==> config.mk <==
export PLATFORM = sky130hd
export DESIGN_NAME = pt_walker
export DESIGN_NICKNAME = d
export VERILOG_FILES = /design/src/rtl/ptw_pkg.sv /design/src/rtl/pt_fetch_addr.sv /design/src/rtl/pt_l1_decode.sv /design/src/rtl/pt_l2_decode.sv /design/src/rtl/pt_walker.sv
export SDC_FILE = /design/constraint.sdc
export NUM_CORES = 1
export LEC_CHECK = 0
export BUFFER_PORTS_ARGS = -buffer_cell sky130_fd_sc_hd__buf_2
export CORE_ASPECT_RATIO = 1.2
export CORE_MARGIN = 1
export CORE_UTILIZATION = 45
export CTS_BUF_LIST = sky130_fd_sc_hd__clkbuf_8
export DETAILED_ROUTE_END_ITERATION = 12
export HOLD_SLACK_MARGIN = 0.15
export PLACE_DENSITY = 0.86
export SYNTH_ARGS = -nofsm -noshare
export SYNTH_HDL_FRONTEND = slang
export SYNTH_SLANG_ARGS = --single-unit
==> constraint.sdc <==
create_clock -name clk -period 3.1 [get_ports clk]
set_clock_uncertainty 0.1 [all_clocks]
set_input_delay 0.155 -clock clk [delete_from_list [all_inputs] [get_ports clk]]
set_output_delay 0.155 -clock clk [all_outputs]
set_load 0.005 [all_outputs]
==> src/rtl/ptw_pkg.sv <==
// Shared constants and types for the table walker.
// Assumes 32-bit virtual and physical addresses and word-sized descriptors.
package ptw_pkg;
    localparam int AW         = 32;  // address and descriptor width
    localparam int TBL_LSB    = 14;  // table base alignment
    localparam int SEC_LSB    = 20;  // section offset width
    localparam int L2BASE_LSB = 10;  // second-level table alignment
    localparam int SMALL_LSB  = 12;  // small page offset width
    localparam int LARGE_LSB  = 16;  // large page offset width
    localparam int APW        = 8;   // four 2-bit permission fields
    localparam int DOMW       = 4;   // domain number width

    typedef enum logic [1:0] {
        KIND_SECTION = 2'b00,
        KIND_LARGE   = 2'b01,
        KIND_SMALL   = 2'b10
    } map_kind_e;

    typedef enum logic [1:0] {
        ST_IDLE = 2'b00,
        ST_L1   = 2'b01,
        ST_L2   = 2'b10,
        ST_RESP = 2'b11
    } walk_st_e;

    typedef struct packed {
        logic [AW-1:0]   pa;
        logic [APW-1:0]  ap;
        logic [DOMW-1:0] dom;
        logic            c;
        logic            b;
        map_kind_e       kind;
    } fill_t;
endpackage

==> src/rtl/pt_fetch_addr.sv <==
// Forms the descriptor read address for either walk level.
// Assumes ttb_hi already holds only the aligned base bits.
module pt_fetch_addr
    import ptw_pkg::*;
(
    input  logic [AW-1:TBL_LSB] ttb_hi,
    input  logic [AW-1:0]       va,
    input  logic [AW-1:0]       l1_desc,
    input  logic                sel_l2,
    output logic [AW-1:0]       addr
);
    localparam int IDX1_W = AW - SEC_LSB;
    localparam int IDX2_W = SEC_LSB - SMALL_LSB;

    logic [AW-1:0] l1_addr;
    logic [AW-1:0] l2_addr;

    // Concatenate base and virtual index slices for each level.
    always_comb begin
        l1_addr = {ttb_hi, va[AW-1 -: IDX1_W], 2'b00};
        l2_addr = {l1_desc[AW-1:L2BASE_LSB], va[SEC_LSB-1 -: IDX2_W], 2'b00};
        addr    = sel_l2 ? l2_addr : l1_addr;
    end
endmodule

==> src/rtl/pt_l1_decode.sv <==
// Decodes a first-level descriptor: fault, table pointer or section.
// Assumes the descriptor is a raw word straight from memory.
module pt_l1_decode
    import ptw_pkg::*;
(
    input  logic [AW-1:0]   desc,
    input  logic [AW-1:0]   va,
    output logic            is_fault,
    output logic            is_table,
    output logic [DOMW-1:0] dom,
    output fill_t           sec_fill
);
    // Classify type code and build the section record.
    always_comb begin
        is_fault      = (desc[1:0] == 2'b00) || (desc[1:0] == 2'b11);
        is_table      = (desc[1:0] == 2'b01);
        dom           = desc[8:5];
        sec_fill.pa   = {desc[AW-1:SEC_LSB], va[SEC_LSB-1:0]};
        sec_fill.ap   = {4{desc[11:10]}};
        sec_fill.dom  = desc[8:5];
        sec_fill.c    = desc[3];
        sec_fill.b    = desc[2];
        sec_fill.kind = KIND_SECTION;
    end
endmodule

==> src/rtl/pt_l2_decode.sv <==
// Decodes a second-level descriptor into a large or small page record.
// Assumes the domain comes from the first-level descriptor.
module pt_l2_decode
    import ptw_pkg::*;
(
    input  logic [AW-1:0]   desc,
    input  logic [AW-1:0]   va,
    input  logic [DOMW-1:0] dom,
    output logic            is_fault,
    output fill_t           pg_fill
);
    logic is_large;

    // Classify type code and build the page record.
    always_comb begin
        is_fault     = (desc[1:0] == 2'b00) || (desc[1:0] == 2'b11);
        is_large     = (desc[1:0] == 2'b01);
        pg_fill.ap   = desc[11:4];
        pg_fill.dom  = dom;
        pg_fill.c    = desc[3];
        pg_fill.b    = desc[2];
        if (is_large) begin
            pg_fill.pa   = {desc[AW-1:LARGE_LSB], va[LARGE_LSB-1:0]};
            pg_fill.kind = KIND_LARGE;
        end else begin
            pg_fill.pa   = {desc[AW-1:SMALL_LSB], va[SMALL_LSB-1:0]};
            pg_fill.kind = KIND_SMALL;
        end
    end
endmodule

==> src/rtl/pt_walker.sv <==
// Two-level translation table walker. Runs one walk per accepted miss,
// issues up to two word reads and returns one fill or one fault for a
// single cycle. Assumes the memory side keeps mem_rdata valid with mem_ack.
module pt_walker
    import ptw_pkg::*;
(
    input  logic            clk,
    input  logic            rst_n,
    input  logic            miss_valid,
    input  logic [31:0]     miss_va,
    input  logic [31:0]     ttb,
    output logic            busy,
    output logic            mem_req,
    output logic [31:0]     mem_addr,
    input  logic            mem_ack,
    input  logic [31:0]     mem_rdata,
    output logic            fill_valid,
    output logic [1:0]      fill_kind,
    output logic [31:0]     fill_pa,
    output logic [7:0]      fill_ap,
    output logic [3:0]      fill_domain,
    output logic            fill_c,
    output logic            fill_b,
    output logic            fault_valid,
    output logic            fault_page,
    output logic [3:0]      fault_domain,
    output logic [31:0]     fault_va
);
    walk_st_e            st_q;
    logic [AW-1:0]       va_q;
    logic [AW-1:TBL_LSB] ttb_q;
    logic [AW-1:0]       l1_q;
    fill_t               fill_q;
    logic                fill_v_q;
    logic                fault_v_q;
    logic                fault_pg_q;
    logic [DOMW-1:0]     fault_dom_q;

    logic                l1_fault, l1_table, l2_fault;
    logic [DOMW-1:0]     l1_dom;
    fill_t               sec_fill, pg_fill;

    pt_fetch_addr u_addr (
        .ttb_hi  (ttb_q),
        .va      (va_q),
        .l1_desc (l1_q),
        .sel_l2  (st_q == ST_L2),
        .addr    (mem_addr)
    );

    pt_l1_decode u_l1 (
        .desc     (mem_rdata),
        .va       (va_q),
        .is_fault (l1_fault),
        .is_table (l1_table),
        .dom      (l1_dom),
        .sec_fill (sec_fill)
    );

    pt_l2_decode u_l2 (
        .desc     (mem_rdata),
        .va       (va_q),
        .dom      (l1_q[8:5]),
        .is_fault (l2_fault),
        .pg_fill  (pg_fill)
    );

    // Walk sequencer and result registers.
    always_ff @(posedge clk) begin
        if (!rst_n) begin
            st_q        <= ST_IDLE;
            va_q        <= '0;
            ttb_q       <= '0;
            l1_q        <= '0;
            fill_q      <= '0;
            fill_v_q    <= 1'b0;
            fault_v_q   <= 1'b0;
            fault_pg_q  <= 1'b0;
            fault_dom_q <= '0;
        end else begin
            case (st_q)
                ST_IDLE: begin
                    if (miss_valid) begin
                        va_q  <= miss_va;
                        ttb_q <= ttb[AW-1:TBL_LSB];
                        st_q  <= ST_L1;
                    end
                end
                ST_L1: begin
                    if (mem_ack) begin
                        l1_q <= mem_rdata;
                        if (l1_fault) begin
                            fault_v_q   <= 1'b1;
                            fault_pg_q  <= 1'b0;
                            fault_dom_q <= l1_dom;
                            st_q        <= ST_RESP;
                        end else if (l1_table) begin
                            st_q <= ST_L2;
                        end else begin
                            fill_v_q <= 1'b1;
                            fill_q   <= sec_fill;
                            st_q     <= ST_RESP;
                        end
                    end
                end
                ST_L2: begin
                    if (mem_ack) begin
                        if (l2_fault) begin
                            fault_v_q   <= 1'b1;
                            fault_pg_q  <= 1'b1;
                            fault_dom_q <= l1_q[8:5];
                        end else begin
                            fill_v_q <= 1'b1;
                            fill_q   <= pg_fill;
                        end
                        st_q <= ST_RESP;
                    end
                end
                default: begin
                    fill_v_q  <= 1'b0;
                    fault_v_q <= 1'b0;
                    st_q      <= ST_IDLE;
                end
            endcase
        end
    end

    // Drive port view of state and result.
    always_comb begin
        busy         = (st_q != ST_IDLE);
        mem_req      = (st_q == ST_L1) || (st_q == ST_L2);
        fill_valid   = fill_v_q;
        fill_kind    = fill_q.kind;
        fill_pa      = fill_q.pa;
        fill_ap      = fill_q.ap;
        fill_domain  = fill_q.dom;
        fill_c       = fill_q.c;
        fill_b       = fill_q.b;
        fault_valid  = fault_v_q;
        fault_page   = fault_pg_q;
        fault_domain = fault_dom_q;
        fault_va     = va_q;
    end
endmodule

==> flow_summary.toml, run 1 <==
[timing]
fmax_ghz = 0.381
layout_min_cycle_time_ns = 2.62
hold_viol = 0
fin_crit_sh = 0.846
slew_headroom = 0.371
setup_tns_ns = 0
grt_setup_unrepaired = "no"
setup_viol = 0
drv_slew = 0
tightestPinTransition_ns = 0.943

[grt]
grt_max_degree = 105
antenna_found_initial = 0
use_met3 = 0.0623
overflow = 0
use_met2 = 0.508
grt_pass1_vias = 5839
top_usage_layer = "met2"
global_route.usage.met1 = 0.290
grt_pass1_wl_um = 28400
grt_usage = 0.278

[floorplan]
start_util = 0.463
core-area_um2 = 12200
die_w_um = 104
pin_count = 221
dieHeight_um = 125
rows = 44
fp.dieArea_um2 = 13000

[placed_design]
place.gp.congestion = 0.839
dp.cells = 973
place_hpwl_um = 10300
port_buffers = 204

[setup_path]
cp_slowest_cell = "ha_1"
crit_type = "register to register"
cp.required_ns = 3.35
worst_setup_path_start_kind = "register"
reg2regPathDepth = 7
worstPathArrival_ns = 2.87
worstSetupEndpointType = "register"
cpPeakStageDelay_ns = 0.54
crit_chain = "inv_1 > ha_1 > nor2b_1 > o211a_2 > buf_4 > nor2_1 > nor3b_2"
crit_fanout = 23

[synth]
ys_seq_elements = 133
synth-simple-area-share = 0.233
syn_inst = 652
synth_warnings = 0
synth-compound-area-share = 0.133
synthMuxAreaShare = 0.0977
synthAdderAreaFrac = 0.0178
synth_xor_area_frac = 0
syn_area_per_cell_um2 = 8.65
yosysSeqAreaShare = 0.472
synth_top_family_by_area = "simple AND/OR/NAND/NOR gates"
synth_cell_type_count = 32
post_synth_instance_area_um2 = 5640

[clock_network]
cts_hold_buf = 93
clk_path_buf_depth = 2
clkLatencyLatePin_ns = 0.43
path_clk_slew_ns = 0.07
cts_setup_buffers = 0
numCtsBuffers = 17
cts_sinks = 133
htree_num_levels = 4
cts-root-buf = "clkbuf_8"
cts_tree = "yes"
cts.repair.resized = 0

[final_layout]
instances_no_fill = 1098
layout_common_cells = "buf_2, nand2_1, dfxtp_1, dlygate4sd3_1, nand3_1"
final_net_count = 1032
n_antenna_cell = 0
layout-drive-gt1-share = 0.316
syn_to_final_growth_pct = 42.9
final_common_cell = "buf_2"

[route]
vias = 5798
drt_iter0_markers = 464
viasPerCell = 5.28
dr.pass1.iters = 4
drt_wl_total_um = 18100
wl_per_cell_um = 16.5
drc = 0
detail-route-antenna-nets = 0

[power_and_ir_drop]
power_density_nw_per_um2 = 766
ir_drop_mv = 0.356
p_leak_nw = 3.83
power_w = 0.00616

[hold_path]
hp-class = "input port to register"
hold_depth = 5

[outcome]
status = "completed"

[job]
cap_violations = 0
==> final timing paths <==
check | from | end | slack [ns]
max | st_q[0]$_SDFFE_PN0P_ | fill_ap[3]$_SDFFE_PN0P_ | 0.48
min | mem_rdata[1] | fill_kind[1]$_SDFFE_PN0P_ | 0.25
max reg2reg | st_q[0]$_SDFFE_PN0P_ | fill_ap[3]$_SDFFE_PN0P_ | 0.48
min reg2reg | fill_pa[2]$_SDFFE_PN0P_ | fill_pa[2]$_SDFFE_PN0P_ | 0.35
==> layout make-up <==
cell class | instances | area, um^2
inverter | 5 | 18.8
sequential | 133 | 2660
clock buffer | 20 | 275
fill | 955 | 4110
clock inverter | 12 | 129
timing repair buffer | 306 | 2030
tap | 161 | 201
multi-input combinational | 461 | 2730
==> sequential cells by signal (all words and copies together), names as in the netlist, 2 cells and up <==
register and flops:
l1_q 26, st_q 2, fill_kind 2, fault_va 32, fill_pa 32, ttb_q 18
fault_domain 4, fill_ap 8, fill_domain 4
==> stage by stage <==
stage	util	setup WS (ns)	hold slack, ns	area (um^2)
4_1_cts	0.662	0.547	0.211	8050
3_5_place_dp	0.552	0.564	0.277	6720
3_3_place_gp	0.552	0.612	0.272	6720
6_report	0.662	0.478	0.249	8050
5_1_grt	0.662	0.268	0.247	8050
2_1_floorplan	-	1.33	0.185	5640
==> layer usage <==
metal  up-vias  share of wire
li1       2725              -
met1      2762           0.39
met2       258           0.52
met3        53          0.051
met4         0          0.037
met5         -              0
==> cell families after synthesis <==
family / after synthesis
buffers and inverters: 59
adder cells (fa/ha/maj): 8
flip-flops: 133
AND/OR/NAND/NOR: 303
AO/OA/AOI/OAI: 98
multiplexers: 50
other: 1
==> critical path: cells and delay by family (launching register included) <==
kind / cells / cell delay, ns
AND/OR/NAND/NOR: 3 / 0.64
adder cells (fa/ha/maj): 1 / 0.54
buffers and inverters: 2 / 0.47
AO/OA/AOI/OAI: 1 / 0.44
flip-flops: 1 / 0.35
==> where the power goes <==
| part | leakage (nW) | internal, W | total (W) | switching (W) |
|---|---|---|---|---|
| registers | 1.08 | 0.00208 | 0.00230 | 0.000226 |
| logic | 2.55 | 0.000995 | 0.00242 | 0.00142 |
| clock network | 0.201 | 0.000776 | 0.00145 | 0.000671 |
| total | 3.83 | 0.00385 | 0.00616 | 0.00232 |
==> cell usage after synthesis (all sizes together) <==
master	instances	area [um^2]
a211oi	5	37.5
a21boi	77	578
a21oi	1	5.00
a31oi	1	6.26
a41o	1	10.0
and2	2	12.5
and2b	1	7.51
and3	1	6.26
buf	29	149
clkbuf	25	93.8
conb	1	3.75
dfxtp	133	2660
ha	8	100
inv	5	18.8
mux2	40	450
mux2i	10	100
nand2	198	743
nand2b	1	6.26
nand3	80	400
nor2	6	22.5
nor2b	9	56.3
nor3b	4	50.1
o211a	5	50.1
o211ai	1	12.5
o21ai	5	25.0
o21bai	1	11.3
o221a	1	11.3
or3	1	6.26
Power figures use the tool's default switching activity.
==> inputs of run 2 (changes only) <==
PLACE_DENSITY = 0.89   (was 0.86)
clock period = 2.24 ns   (was 3.1 ns; I/O delays follow)
==> flow_summary.toml, run 2 (synthesis gave the netlist of run 1 again) <==
[final_layout]
layout-drive-gt1-share = 0.326
final_net_count = 1038
syn_to_final_growth_pct = 45.3
final_common_cell = "buf_2"
n_antenna_cell = 0
layout_common_cells = "buf_2, nand2_1, dfxtp_1, dlygate4sd3_1, nand3_1"
fin_area_um2 = 8190

[timing]
setup_tns_ns = 0
fin_crit_sh = 0.948
fmax_ghz = 0.471
tightestPinTransition_ns = 0.696
hold_viol = 0
whs_ns = 0.346
grt_setup_unrepaired = "no"
slew_headroom = 0.536
drv_slew = 0
layout_min_cycle_time_ns = 2.12
setup_viol = 0

[power_and_ir_drop]
p_leak_nw = 3.89
ir_drop_mv = 0.589
power_density_nw_per_um2 = 1080

[hold_path]
hp-class = "register to register"
hold_depth = 2

[outcome]
status = "completed"

[route]
drc = 0
viasPerCell = 5.24
detail-route-antenna-nets = 0
dr.pass1.iters = 5
vias = 5784
drt_iter0_markers = 358
drt_wl_total_um = 18400
wl_per_cell_um = 16.7

[floorplan]
rows = 44
start_util = 0.463
die_w_um = 104
dieHeight_um = 125
core-area_um2 = 12200
pin_count = 221
fp.dieArea_um2 = 13000

[placed_design]
dpl_cell_area_um2 = 6840
place.gp.congestion = 0.853
place_hpwl_um = 11000
port_buffers = 204

[setup_path]
worst_setup_path_start_kind = "register"
reg2regPathDepth = 7
crit_type = "register to register"
path_delay_family = "buffers and inverters"
cp.depth = 7
cp.required_ns = 2.52
cpPeakStageDelay_ns = 0.58
crit_chain = "inv_1 > ha_2 > and2_1 > buf_6 > nand2_1 > a21boi_0 > dlygate4sd3_1"
worstSetupEndpointType = "register"
crit_fanout = 13
cp_slowest_cell = "dlygate4sd3_1"
worstPathArrival_ns = 2.41
cp_num_buf_inv = 3

[clock_network]
cts_sinks = 133
numCtsBuffers = 17
clkLatencyLatePin_ns = 0.43
path_clk_slew_ns = 0.08
cts_tree = "yes"
cts_setup_buffers = 0
htree_num_levels = 4
clk_path_buf_depth = 2
cts-root-buf = "clkbuf_8"

[grt]
grt_usage = 0.287
grt_max_degree = 71
antenna_found_initial = 0
grt_pass1_wl_um = 29500
grt_pass1_vias = 5989
overflow = 0

[job]
cap_violations = 0
run 2: cell types whose count changed in the layout (fill, tap and decap cells not counted), sizes merged:
cell / delta
inv: +2
bufinv: +1
buf: +9
dlygate4sd3: -3
clkbuf: +1
clkinvlp: -1
clkinv: -3
run 2: area by class of cell:
type	instances	area, um^2
fillers	901	3980
multi-input cells	461	2750
flip-flops and latches	133	2660
repair buffers	312	2130
clock buffers	21	289
well taps	161	201
clock inverters	11	149
inverters	5	18.8
run 2: where the power goes:
group / switching, W / internal, W
clock: 0.000954 / 0.00122
sequential: 0.000327 / 0.00287
combinational: 0.00200 / 0.00151
run 2: worst paths after layout:
| kind | startpoint | to | slack [ns] |
|---|---|---|---|
| min reg2reg | fill_pa[22]$_SDFFE_PN0P_ | fill_pa[22]$_SDFFE_PN0P_ | 0.35 |
| min | fill_pa[22]$_SDFFE_PN0P_ | fill_pa[22]$_SDFFE_PN0P_ | 0.35 |
| max reg2reg | st_q[1]$_SDFFE_PN0P_ | l1_q[17]$_SDFFE_PN0P_ | 0.12 |
| max | st_q[1]$_SDFFE_PN0P_ | l1_q[17]$_SDFFE_PN0P_ | 0.12 |
run 2: through the flow:
step	instances	power (W)	worst slack, ns	util
2_1_floorplan	653	0.00517	0.468	-
3_3_place_gp	982	0.00638	0.236	0.562
3_5_place_dp	982	0.00647	0.193	0.562
4_1_cts	1104	0.00876	0.116	0.672
5_1_grt	1104	0.00938	0.0246	0.673
6_report	1104	0.00888	0.116	0.673
run 2: routing by layer:
| metal | track usage | up-vias | share of wire |
|---|---|---|---|
| li1 | - | 2728 | - |
| met1 | 0.304 | 2682 | 0.38 |
| met2 | 0.523 | 304 | 0.51 |
| met3 | 0.0617 | 70 | 0.062 |
| met4 | 0.162 | 0 | 0.044 |
| met5 | 0 | - | 0 |
run 2: timing repair:
| action | 4_1_cts | 5_1_grt |
|---|---|---|
| hold buffers | 90 | 0 |
| resized for setup | 0 | 5 |
| endpoints found under the setup margin | 0 | 2 |
| hold endpoints to repair | 119 | 0 |
run 2: worst reg2reg max path, delay by kind of cell, from the launching register on:
family / cells / cell delay [ns]
fa+ha+maj: 1 / 0.25
buf+inv: 3 / 0.88
simple gates: 2 / 0.29
compound gates: 1 / 0.21
flops: 1 / 0.35
